**src/rtl/link_ctl_pkg.sv**
```systemverilog
package link_ctl_pkg;
  localparam int RATE_W = 2;
  typedef logic [RATE_W-1:0] rate_t;

  typedef struct packed {
    logic  locked;
    logic  ign;
    logic  clks;
    rate_t rate;
    logic  ie;
  } ctl_t;
endpackage

```
**src/rtl/lc_rate_div.sv**
```systemverilog
module lc_rate_div
  import link_ctl_pkg::*;
(
  input  logic  clk,
  input  logic  rst,
  input  rate_t rate,
  output logic  tick
);
  localparam int CNT_W = (1 << RATE_W) - 1;

  logic [CNT_W-1:0] cnt;
  logic [CNT_W-1:0] lim;
  rate_t            rate_d;
  logic             chg;

  assign lim = CNT_W'((32'd1 << rate) - 32'd1);
  assign chg = (rate != rate_d);

  always_ff @(posedge clk) begin
    if (rst) begin
      rate_d <= '0;
    end else begin
      rate_d <= rate;
    end
  end

  always_ff @(posedge clk) begin
    if (rst || chg) begin
      cnt  <= '0;
      tick <= 1'b0;
    end else if (cnt == lim) begin
      cnt  <= '0;
      tick <= 1'b1;
    end else begin
      cnt  <= cnt + 1'b1;
      tick <= 1'b0;
    end
  end


  tick_gap_chk: assert property (@(posedge clk) disable iff (rst)
    (tick && lim != '0 && !chg) |=> !tick);


  restart_chk: assert property (@(posedge clk) disable iff (rst)
    chg |=> !tick);
endmodule

```
**src/rtl/lc_ctl_regs.sv**
```systemverilog
module lc_ctl_regs
  import link_ctl_pkg::*;
#(
  parameter int ADDR_W   = 2,
  parameter int DATA_W   = 8,
  parameter int CTL_ADDR = 0,
  parameter int P_IE     = 0,
  parameter int P_RATE   = 1,
  parameter int P_CLKS   = 3,
  parameter int P_IGN    = 4
) (
  input  logic              clk,
  input  logic              rst,
  input  logic [ADDR_W-1:0] addr,
  input  logic              wr,
  input  logic [DATA_W-1:0] wdata,
  output logic [DATA_W-1:0] rdata,
  input  logic              sof,
  input  logic              brk,
  output ctl_t              ctl
);
  localparam logic [ADDR_W-1:0] SEL = ADDR_W'(CTL_ADDR);

  logic              sel;
  logic              hit;
  logic [DATA_W-1:0] img;
  logic              unused_wdata_bits;

  assign sel = (addr == SEL);
  assign hit = wr && sel;
  assign unused_wdata_bits = ^wdata;

  always_ff @(posedge clk) begin
    if (rst) begin
      ctl <= '0;
    end else begin
      if (hit) begin
        ctl.ie   <= wdata[P_IE];
        ctl.clks <= wdata[P_CLKS];
        if (!ctl.locked) begin
          ctl.rate   <= wdata[P_RATE +: RATE_W];
          ctl.locked <= 1'b1;
        end
      end
      if (sof || brk) begin
        ctl.ign <= 1'b0;
      end else if (hit) begin
        ctl.ign <= wdata[P_IGN];
      end
    end
  end

  always_comb begin
    img                    = '0;
    img[P_IE]              = ctl.ie;
    img[P_RATE +: RATE_W]  = ctl.rate;
    img[P_CLKS]            = ctl.clks;
    img[P_IGN]             = ctl.ign;
  end

  always_ff @(posedge clk) begin
    if (rst) begin
      rdata <= '0;
    end else begin
      rdata <= sel ? img : '0;
    end
  end


  rate_lock_chk: assert property (@(posedge clk) disable iff (rst)
    ctl.locked |=> (ctl.locked && $stable(ctl.rate)));


  ign_autoclr_chk: assert property (@(posedge clk) disable iff (rst)
    (sof || brk) |=> !ctl.ign);
endmodule

```
**src/rtl/lc_irq_gate.sv**
```systemverilog
module lc_irq_gate #(
  parameter int NSRC = 3
) (
  input  logic            clk,
  input  logic            rst,
  input  logic            ign,
  input  logic            ie,
  input  logic            lp_mode,
  input  logic [NSRC-1:0] src,
  output logic [NSRC-1:0] status,
  output logic            irq
);
  for (genvar i = 0; i < NSRC; i++) begin : g_stat
    always_ff @(posedge clk) begin
      if (rst || ign) begin
        status[i] <= 1'b0;
      end else begin
        status[i] <= src[i];
      end
    end
  end

  always_ff @(posedge clk) begin
    if (rst) begin
      irq <= 1'b0;
    end else begin
      irq <= !ign && (ie || lp_mode) && (|src);
    end
  end


  status_hold_chk: assert property (@(posedge clk) disable iff (rst)
    ign |=> (status == '0));


  ign_mask_chk: assert property (@(posedge clk) disable iff (rst)
    ign |=> !irq);


  run_gate_chk: assert property (@(posedge clk) disable iff (rst)
    (!ie && !lp_mode) |=> !irq);


  irq_hold_chk: assert property (@(posedge clk) disable iff (rst)
    (!ign && (ie || lp_mode) && src != '0) |=> irq);


  irq_drop_chk: assert property (@(posedge clk) disable iff (rst)
    (src == '0) |=> !irq);
endmodule

```
**src/rtl/link_ctl_unit.sv**
```systemverilog
module link_ctl_unit
  import link_ctl_pkg::*;
#(
  parameter int ADDR_W   = 2,
  parameter int DATA_W   = 8,
  parameter int NSRC     = 3,
  parameter int CTL_ADDR = 0,
  parameter int P_IE     = 0,
  parameter int P_RATE   = 1,
  parameter int P_CLKS   = 3,
  parameter int P_IGN    = 4
) (
  input  logic              clk,
  input  logic              rst,
  input  logic [ADDR_W-1:0] cpu_addr,
  input  logic              cpu_wr,
  input  logic [DATA_W-1:0] cpu_wdata,
  output logic [DATA_W-1:0] cpu_rdata,
  input  logic              sof_det,
  input  logic              brk_det,
  input  logic              lp_mode,
  input  logic [NSRC-1:0]   src_flags,
  output logic              tick_en,
  output logic              rx_enable,
  output logic              bin_timing,
  output logic [NSRC-1:0]   status_flags,
  output logic              irq
);
  ctl_t ctl;
  logic unused_lock;

  assign unused_lock = ctl.locked;

  lc_ctl_regs #(
    .ADDR_W(ADDR_W), .DATA_W(DATA_W), .CTL_ADDR(CTL_ADDR),
    .P_IE(P_IE), .P_RATE(P_RATE), .P_CLKS(P_CLKS), .P_IGN(P_IGN)
  ) u_regs (
    .clk(clk), .rst(rst), .addr(cpu_addr), .wr(cpu_wr), .wdata(cpu_wdata),
    .rdata(cpu_rdata), .sof(sof_det), .brk(brk_det), .ctl(ctl)
  );

  lc_rate_div u_div (
    .clk(clk), .rst(rst), .rate(ctl.rate), .tick(tick_en)
  );

  lc_irq_gate #(.NSRC(NSRC)) u_irq (
    .clk(clk), .rst(rst), .ign(ctl.ign), .ie(ctl.ie), .lp_mode(lp_mode),
    .src(src_flags), .status(status_flags), .irq(irq)
  );

  assign rx_enable  = !ctl.ign;
  assign bin_timing = ctl.clks;
endmodule

```
**config.mk**
```make
export PLATFORM = sky130hd
export DESIGN_NAME = link_ctl_unit
export DESIGN_NICKNAME = d
export VERILOG_FILES = /design/src/rtl/link_ctl_pkg.sv /design/src/rtl/lc_rate_div.sv /design/src/rtl/lc_ctl_regs.sv /design/src/rtl/lc_irq_gate.sv /design/src/rtl/link_ctl_unit.sv
export SDC_FILE = /design/constraint.sdc
export NUM_CORES = 1
export LEC_CHECK = 0
export BUFFER_PORTS_ARGS = -buffer_cell sky130_fd_sc_hd__buf_2
export CAP_MARGIN = 20
export CORE_MARGIN = 5
export CORE_UTILIZATION = 25
export CTS_BUF_LIST = sky130_fd_sc_hd__clkbuf_16
export DETAILED_ROUTE_END_ITERATION = 16
export HOLD_SLACK_MARGIN = 0.15
export PLACE_DENSITY = 0.48
export SLEW_MARGIN = 20
export SYNTH_ARGS = -nofsm -noshare
export SYNTH_HDL_FRONTEND = slang
export SYNTH_SLANG_ARGS = --single-unit
```
**constraint.sdc**
```tcl
create_clock -name clk -period 1.2 [get_ports clk]
set_input_delay 0.3 -clock clk [delete_from_list [all_inputs] [get_ports clk]]
set_output_delay 0.3 -clock clk [all_outputs]
set_load 0.02 [all_outputs]
```
# --- Word-level counts from Yosys, hierarchy flattened ---
# Cells that the tools add are included.
word_totals:
  register_bits: 24
  word_cells: 36
op_classes:
  add_sub_neg: 2
  n_eq_ne: 2
  shift: 1
  n_mux: 1
  bitwise_logic: 2
  n_reduce_logical: 14
ops:
  columns: ["op", "count"]
  rows:
  - ["2-bit OR reduction", 3]
  - ["1-bit logical OR", 4]
  - ["3-bit by 1-bit adder with 3-bit output, second input constant", 1]
  - ["3-bit == test", 1]
  - ["1-bit logical AND", 3]
  - ["3-bit OR reduction", 1]
  - ["1-bit by 2-bit left shift with 3-bit output, first input constant", 1]
  - ["3-bit by 1-bit subtractor with 3-bit output, second input constant", 1]
  - ["2-bit logical NOT", 1]
  - ["2-bit inequality test", 1]
  - ["1-bit NOT", 2]
  - ["2-bit AND reduction", 1]
  - ["1-bit logical NOT", 1]
  - ["1-bit 2-to-1 mux", 1]

# --- Depth between registers and ports, before layout ---
# Gate-level depths: netlist of the first run.
depth:
  depth_word: 4
  mapped_depth: 4
  ltp_nobuf: 3

# --- Hierarchy ---
# Synthesis of the first run repeated with hierarchy kept, for this count alone.
unflattened:
  cells_unflattened: 76
  area_unflattened_um2: 849.6
by_module_without_submodules:
  columns: ["module", "instances", "cells_per_inst", "area_per_inst_um2", "seq_area_each_um2"]
  rows:
  - ["lc_ctl_regs", 1, 40, 457.9, 220.2]
  - ["lc_rate_div", 1, 24, 270.3, 120.1]
  - ["lc_irq_gate", 1, 11, 117.6, 80.1]
  - ["link_ctl_unit", 1, 1, 3.8, 0.0]

# --- Worst setup path after synthesis of the first run ---
# No wires, ideal clock.
synth_path:
  path_type: "flip-flop to flip-flop"
  from: "register u_regs.ctl[1] (netlist name)"
  to: "register u_div.tick"
  setup_ns: 0.059
  t_arrival_ns: 1.179
  required_ns: 1.141
  slack_ns: -0.038
  path_stages_with_launch: 5
  n_path_buf: 1
  period_less_slack_ns: 1.238
  cell_sequence: "dfxtp_1 > buf_6 > or2_4 > a2111oi_4 > o21ba_1"
synth_via:
  elab_chain_cells: 4
  elab_cells_between_ends: 6
  cone_classes: "1 x add/sub; 2 x eq/ne; 1 x shift; 1 x mux; 1 x reduce/logical"
synth_rtl:
  columns: ["element", "line", "source"]
  rows:
  - ["1-bit by 2-bit left shift with 3-bit output", "lc_rate_div.sv:16", "assign lim = CNT_W'((32'd1 << rate) - 32'd1);"]
  - ["3-bit by 1-bit subtractor with 3-bit output", "lc_rate_div.sv:16", null]
  - ["3-bit == test", "lc_rate_div.sv:31", "end else if (cnt == lim) begin"]
  - ["1-bit 2-to-1 mux", "lc_rate_div.sv:31", null]
  - ["end signal, assigned", "lc_rate_div.sv:30", "tick <= 1'b0;"]
  - ["end signal, assigned", "lc_rate_div.sv:33", "tick <= 1'b1;"]
  - ["end signal, assigned", "lc_rate_div.sv:36", "tick <= 1'b0;"]
  - ["end, declared", "lc_rate_div.sv:7", "output logic tick"]
# Parallel ways exist; a longest one is shown, timed or not.
# A chain may end at the register's enable or synchronous reset.

# --- Worst setup path in the final report of the first run ---
layout_path:
  from: "register u_regs.ctl[1] (netlist name)"
  to: "register u_div.tick"
layout_via:
  elab_chain_cells: 4
  elab_cells_between_ends: 6
  cone_classes: "1 x add/sub; 2 x eq/ne; 1 x shift; 1 x mux; 1 x reduce/logical"
layout_rtl:
  columns: ["element", "line"]
  rows:
  - ["1-bit by 2-bit left shift with 3-bit output", "lc_rate_div.sv:16"]
  - ["3-bit by 1-bit subtractor with 3-bit output", "lc_rate_div.sv:16"]
  - ["3-bit == test", "lc_rate_div.sv:31"]
  - ["1-bit 2-to-1 mux", "lc_rate_div.sv:31"]
# Parallel ways exist; a longest one is shown, timed or not.

==> metrics.txt, run 1 <==
outcome=finished with violations; failing checks=setup timing; syn_area_per_cell=10.9 sq um; Final Max Tran Viols=0; Vias per Instance=3.85; Top Ports=34; final setup vio count=2; WHS Path Cells=2; DIE AREA=roughly 4400 sq um; top-count cell post-synth=dfxtp_1; Finished Layout Cells=156; worst hold path type=in2reg; dpl ws=-72.7 ps; Antenna diodes=0; met1 usage=~8%; core area=3050 sq um; Peak VDD IR=0.00107 V; CTS root buffer=clkbuf_16; area post-placement=1030 sq um; time the worst path needs with I/O delays and setup=~1300 ps; Yosys top cell area share=52.8%; met2 usage=14.1%; initial antenna violation count=0; LEAKAGE=0.532 nW; Num CTS Buffers=3; vias in the first global route=625; crit-path cells=or2_4, a2111oi_4, o21ba_1; crit-path leading delay family=compound AO/OA/AOI/OAI gates; Synth Flop Type=dfxtp_1; H-tree depth=1; sequential share of the synthesized area=a little over half; skew final=2.79 ps; Setup crit start kind=flop; Peak Freq=797 MHz; CTS tree=yes; unrepaired setup endpoints after global routing=yes; first-pass GRT wire length=~2.6 mm; GRT Total Usage=under 10%; largest net degree at the start of global routing=12; Final Hold Vio Count=0; drt drc=0; top post-synthesis cells by area=dfxtp_1 (53%), and2_1 (6.3%), mux2i_1 (6.3%); DRT Wirelength=between 1.5 and 2 mm; critical path class=reg2reg; EDFF count, synth=0; Worst EP required=1390 ps; GPL Wtd Cong=0.685; hold_ws=207 ps; later-pin clock latency in the skew report=250 ps; final core occ=37.1%; gr busiest metal=met2; Critical Path AT=1440 ps; Post-DP HPWL=approximately 1.3 mm; CTS Buffer Depth=2; post-synth top area cell=dfxtp_1; CP Capture Type=flop; PortBufs=27; Starting Density=26.1%; met3 usage=approximately 3.2%; Die Span Y=66.4 um; vias=between 600 and 700; share of layout cells above drive strength 1=43.8%; GRT overflow=0; Post-synth top cells=dfxtp_1 (21), nor2_1 (9), and2_1 (8); area of the multi-input gates=between 300 and 400 sq um; fillers=338; Pre-antenna DRT Iters=3; Inst Count DP=151; max incr delay on CP=400 ps; Synth-to-Final Area Change=42.5%; average routed wire per standard cell=10.1 um; flops & latches, synth=21; Pwr per Cell Area=1390 nW/um^2; # nets final=approximately 130; Crit path depth=3; DR iter-0 viols=6; fin crit share=105%; YS warnings=0; R2R depth=3; Post-DRT Antenna Nets=0; Slowest-stage cell, CP=a2111oi_4; Worst-path clk slew=50 ps; setup ws final=-54.2 ps; synth unique cells=25; fin area=1130 sq um; Max Cap Violations=0; Synth Instances=73; Chip Width=66.4 um; worst-path fanout max=4; Post-Syn Area=796 sq um; Clock Sinks=21; hold buffers post-CTS=0; Placement Rows=20; async set-reset flop share out of synthesis=0%; register area=424 sq um; Buf/Inv on CP=0
[flip-flops by register name, summed over array words and instances (netlist names)]
| name | flops |
|---|---|
| u_div.cnt | 3 |
| u_div.rate_d | 2 |
| u_div.tick | 1 |
| u_irq.irq | 1 |
| u_irq.status | 3 |
| u_regs.ctl | 6 |
| u_regs.rdata | 5 |
[per-layer routing]
| layer | wire [um] | vias to the layer above |
|---|---|---|
| li1 | - | 311 |
| met1 | 603 | 274 |
| met5 | 0 | - |
| met4 | 21 | 0 |
| met2 | 859 | 14 |
| met3 | 85 | 2 |
[metrics by stage]
step	TNS, ps	power [mW]
detailed placement	-296	0.917
global route	-213	1.66
CTS	-269	1.60
floorplan	-99.3	0.851
global placement	-163	0.913
finish	-85.2	1.58
[cells by family (layout without fill, tap and decap cells)]
kind of cell             Yosys count  count (layout)  share of synthesized area [%]
AO/OA/AOI/OAI                      3               3                           5.35
XOR/XNOR                           4               4                           4.40
adder cells (fa/ha/maj)            1               1                           1.57
buffers and inverters              7              44                           5.66
flip-flops                        21              21                           52.8
multiplexers                       5               5                           6.29
other                              1               3                          0.471
AND/OR/NAND/NOR                   31              31                           23.4
[what timing repair did]
action / CTS / global route
hold endpoints to repair: 0 / 0
setup buffers: 1 / 0
setup endpoints to repair: 4 / 6
resized for setup: 2 / 3
pin swaps: 4 / 4
gates cloned: 0 / 0
[worst paths after layout]
check                             startpoint                          to  slack [ps]
hold reg to reg   u_regs.ctl[0]$_SDFFE_PP0P_  u_regs.rdata[0]$_SDFF_PP0_         490
hold / removal                       brk_det  u_regs.ctl[4]$_SDFFE_PP0P_         210
setup / recovery  u_regs.ctl[1]$_SDFFE_PP0P_       u_div.tick$_SDFF_PP0_         -50
setup reg to reg  u_regs.ctl[1]$_SDFFE_PP0P_       u_div.tick$_SDFF_PP0_         -50
[power breakdown]
part | switching, mW | total [mW] | internal, mW
clock | 0.231 | 0.674 | 0.443
sequential | 0.0112 | 0.731 | 0.720
combinational | 0.0852 | 0.173 | 0.0876
[layout by cell type (no fill, tap or decap), drive strengths merged]
cell type / count
buf: 38
dfxtp: 21
nor2: 9
and2: 8
mux2i: 5
inv: 3
nor3: 3
xor2: 3
conb: 3
clkbuf: 3
nor4: 3
nor2b: 2
nor4b: 1
or2: 1
nand2: 1
a2111oi: 1
nand3: 1
or3: 1
o21ai: 1
nor3b: 1
xnor2: 1
o21ba: 1
ha: 1
[final cells by class]
cell class | instances | area share [%]
clock inverter | 1 | 0.331
clock buffer | 3 | 6.62
multi-input combinational | 47 | 30.6
sequential | 21 | 37.4
timing repair buffer | 38 | 19.5
tap | 44 | 4.86
inverter | 2 | 0.662
Note: power is estimated with default switching activity, not from simulation.
==> run 2: changes to the inputs <==
ABC_AREA = 1   (was not set)
CORE_UTILIZATION = 40   (was 25)
PLACE_DENSITY = 0.71   (was 0.48)
==> run 2 against run 1 <==
Net effect:
- the run now ends clean
- final area shrank 11%
- first-iteration DRC count shrank 50%
- final cell count shrank 3.2%
- sequential power grew 1%
- clock skew shrank 1.0 ps
- hold slack gained 67 ps
- combinational power shrank 13%
- utilization grew 16 points
- flip-flop and latch count is the same
- clock power is essentially flat
- die area shrank 34%
- count of clock-buffer cells in the layout is the same
- highest routed layer unchanged
==> metrics.txt, run 2 <==
post_cts resized=0; outcome=finished clean; CTS tree=yes; vias in the first global route=603; average routed wire per standard cell=9.74 um; Max Cap Violations=0; H-tree depth=1; DIE AREA=2920 sq um; skew final=1.75 ps; EDFF count, synth=0; R2R Setup Slk=roughly 210 ps; async set-reset flop share out of synthesis=0%; first-pass GRT wire length=2.44 mm; Final Max Tran Viols=0; Critical Path AT=780 ps; Post-DRT Antenna Nets=0; # nets final=approximately 150; most frequent cells in the layout=buf_2 (27), dfxtp_1 (21), nor2_1 (15); Placement Rows=16; Power, Total=1.56 mW; CTS root buffer=clkbuf_16; top post-synthesis cells by area=dfxtp_1 (54%), nor2_1 (7.2%), nand2_1 (5.3%); Post-DP HPWL=1.17 mm; Setup crit start kind=flop; Worst-path clk slew=50 ps; YS warnings=0; GRT overflow=0; unrepaired setup endpoints after global routing=no; later-pin clock latency in the skew report=about 250 ps; Synth Instances=95; final setup vio count=0; core area=1900 sq um; area post-placement=approximately 930 sq um; setup ws final=~120 ps; flops & latches, synth=21; synth unique cells=20; crit-path cells=inv_2, buf_2; vias=640; Die Span Y=54.1 um; sequential share of the synthesized area=54.1%; Yosys top cell area share=54.1%; Largest regs=u_regs.ctl (6), u_regs.rdata (5); GRT Total Usage=between 10% and 20%; Top Ports=34; Worst EP required=900 ps; syn_area_per_cell=between 8 and 9 sq um; Finished Layout Cells=around 150; register name with the most flops=u_regs.ctl; Clock Sinks=21; Antenna diodes=0; fin area=1000 sq um; Synth Flop Type=dfxtp_1; largest net degree at the start of global routing=12; Chip Width=54.1 um; worst-path fanout max=4; CP Capture Type=output port; Synth-to-Final Area Change=29.3%; Final Hold Vio Count=0; Post-Syn Area=777 sq um; dpl ws=136 ps; fin crit share=approximately nine tenths; DR iter-0 viols=3; initial antenna violation count=0; Peak VDD IR=0.000891 V; drt drc=0; GPL Wtd Cong=0.719; DRT Wirelength=1.47 mm; critical path class=reg2out; Buf/Inv on CP=2; PortBufs=27; time the worst path needs with I/O delays and setup=1080 ps; post-synth top area cell=dfxtp_1; crit-path leading delay family=flip-flops; Pwr per Cell Area=1560 nW/um^2; Vias per Instance=4.24; max reg flops=6; Slowest-stage cell, CP=dfxtp_1; Inst Count DP=147; Starting Density=a little over 40%; Post-synth top cells=dfxtp_1 (21), nor2_1 (15), nand2_1 (11); Post CTS Setup Buffer Count=0; Num CTS Buffers=3; worst hold path type=in2reg; commonest non-fill, non-tap cell in the layout=buf_2; max incr delay on CP=300 ps; Pre-antenna DRT Iters=4; hold buffers post-CTS=0; Peak Freq=just over 900 MHz; top-count cell post-synth=dfxtp_1; CTS Buffer Depth=2; LEAKAGE=roughly 0.49 nW; Post-Route Setup TNS=0 ps; share of layout cells above drive strength 1=about 33%
==> run 2: worst paths after layout <==
path                                     end  cells past startpoint                        from
hold / removal    u_irq.status[0]$_SDFF_PP0_                      3                src_flags[0]
hold reg to reg   u_regs.rdata[4]$_SDFF_PP0_                      2  u_regs.ctl[4]$_SDFFE_PP0P_
setup / recovery                   rx_enable                      2  u_regs.ctl[4]$_SDFFE_PP0P_
setup reg to reg     u_div.cnt[2]$_SDFF_PP0_                      7  u_regs.ctl[1]$_SDFFE_PP0P_
==> run 2: tightest hold or removal path: stages <==
cell and delay (ps):
buf_2 100, inv_1 40, nor2_1 30
==> run 2: final cells by class <==
class                           count  area (sq um)
Clock buffer                        3          75.1
Clock inverter                      1          3.75
Fill cell                         190           897
Inverter                           15          56.3
Multi-Input combinational cell     57           280
Sequential cell                    21           420
Tap cell                           27          33.8
Timing Repair Buffer               27           135
==> run 2: cell families (layout without fill, tap and decap cells) <==
logic type	count (synthesis)	in the layout	synth area share [%]
buffers and inverters	19	46	10.8
AO/OA/AOI/OAI	10	10	6.44
flip-flops	21	21	54.1
adder cells (fa/ha/maj)	1	1	1.61
other	1	3	0.483
AND/OR/NAND/NOR	40	40	23.2
XOR/XNOR	3	3	3.38
==> run 2: where the power goes <==
group	total (mW)	switching, mW	internal [mW]
sequential	0.738	0.0133	0.725
clock	0.674	0.231	0.443
combinational	0.150	0.0926	0.0577
==> run 2: stage by stage <==
stage | utilization [%] | hold slack (ps)
2_1_floorplan | - | 412
3_3_place_gp | 48.7 | 435
3_5_place_dp | 48.7 | 445
4_1_cts | 52.8 | 272
5_1_grt | 52.8 | 284
6_report | 52.8 | 274
==> run 2: metal layers <==
layer  share of wire (%)  vias up  GRT usage (%)
met1                  41      282           12.3
met3                 4.6        2           2.49
li1                    -      343              -
met4                 1.1        0           8.71
met2                  53       13           21.0
met5                   0        -              0
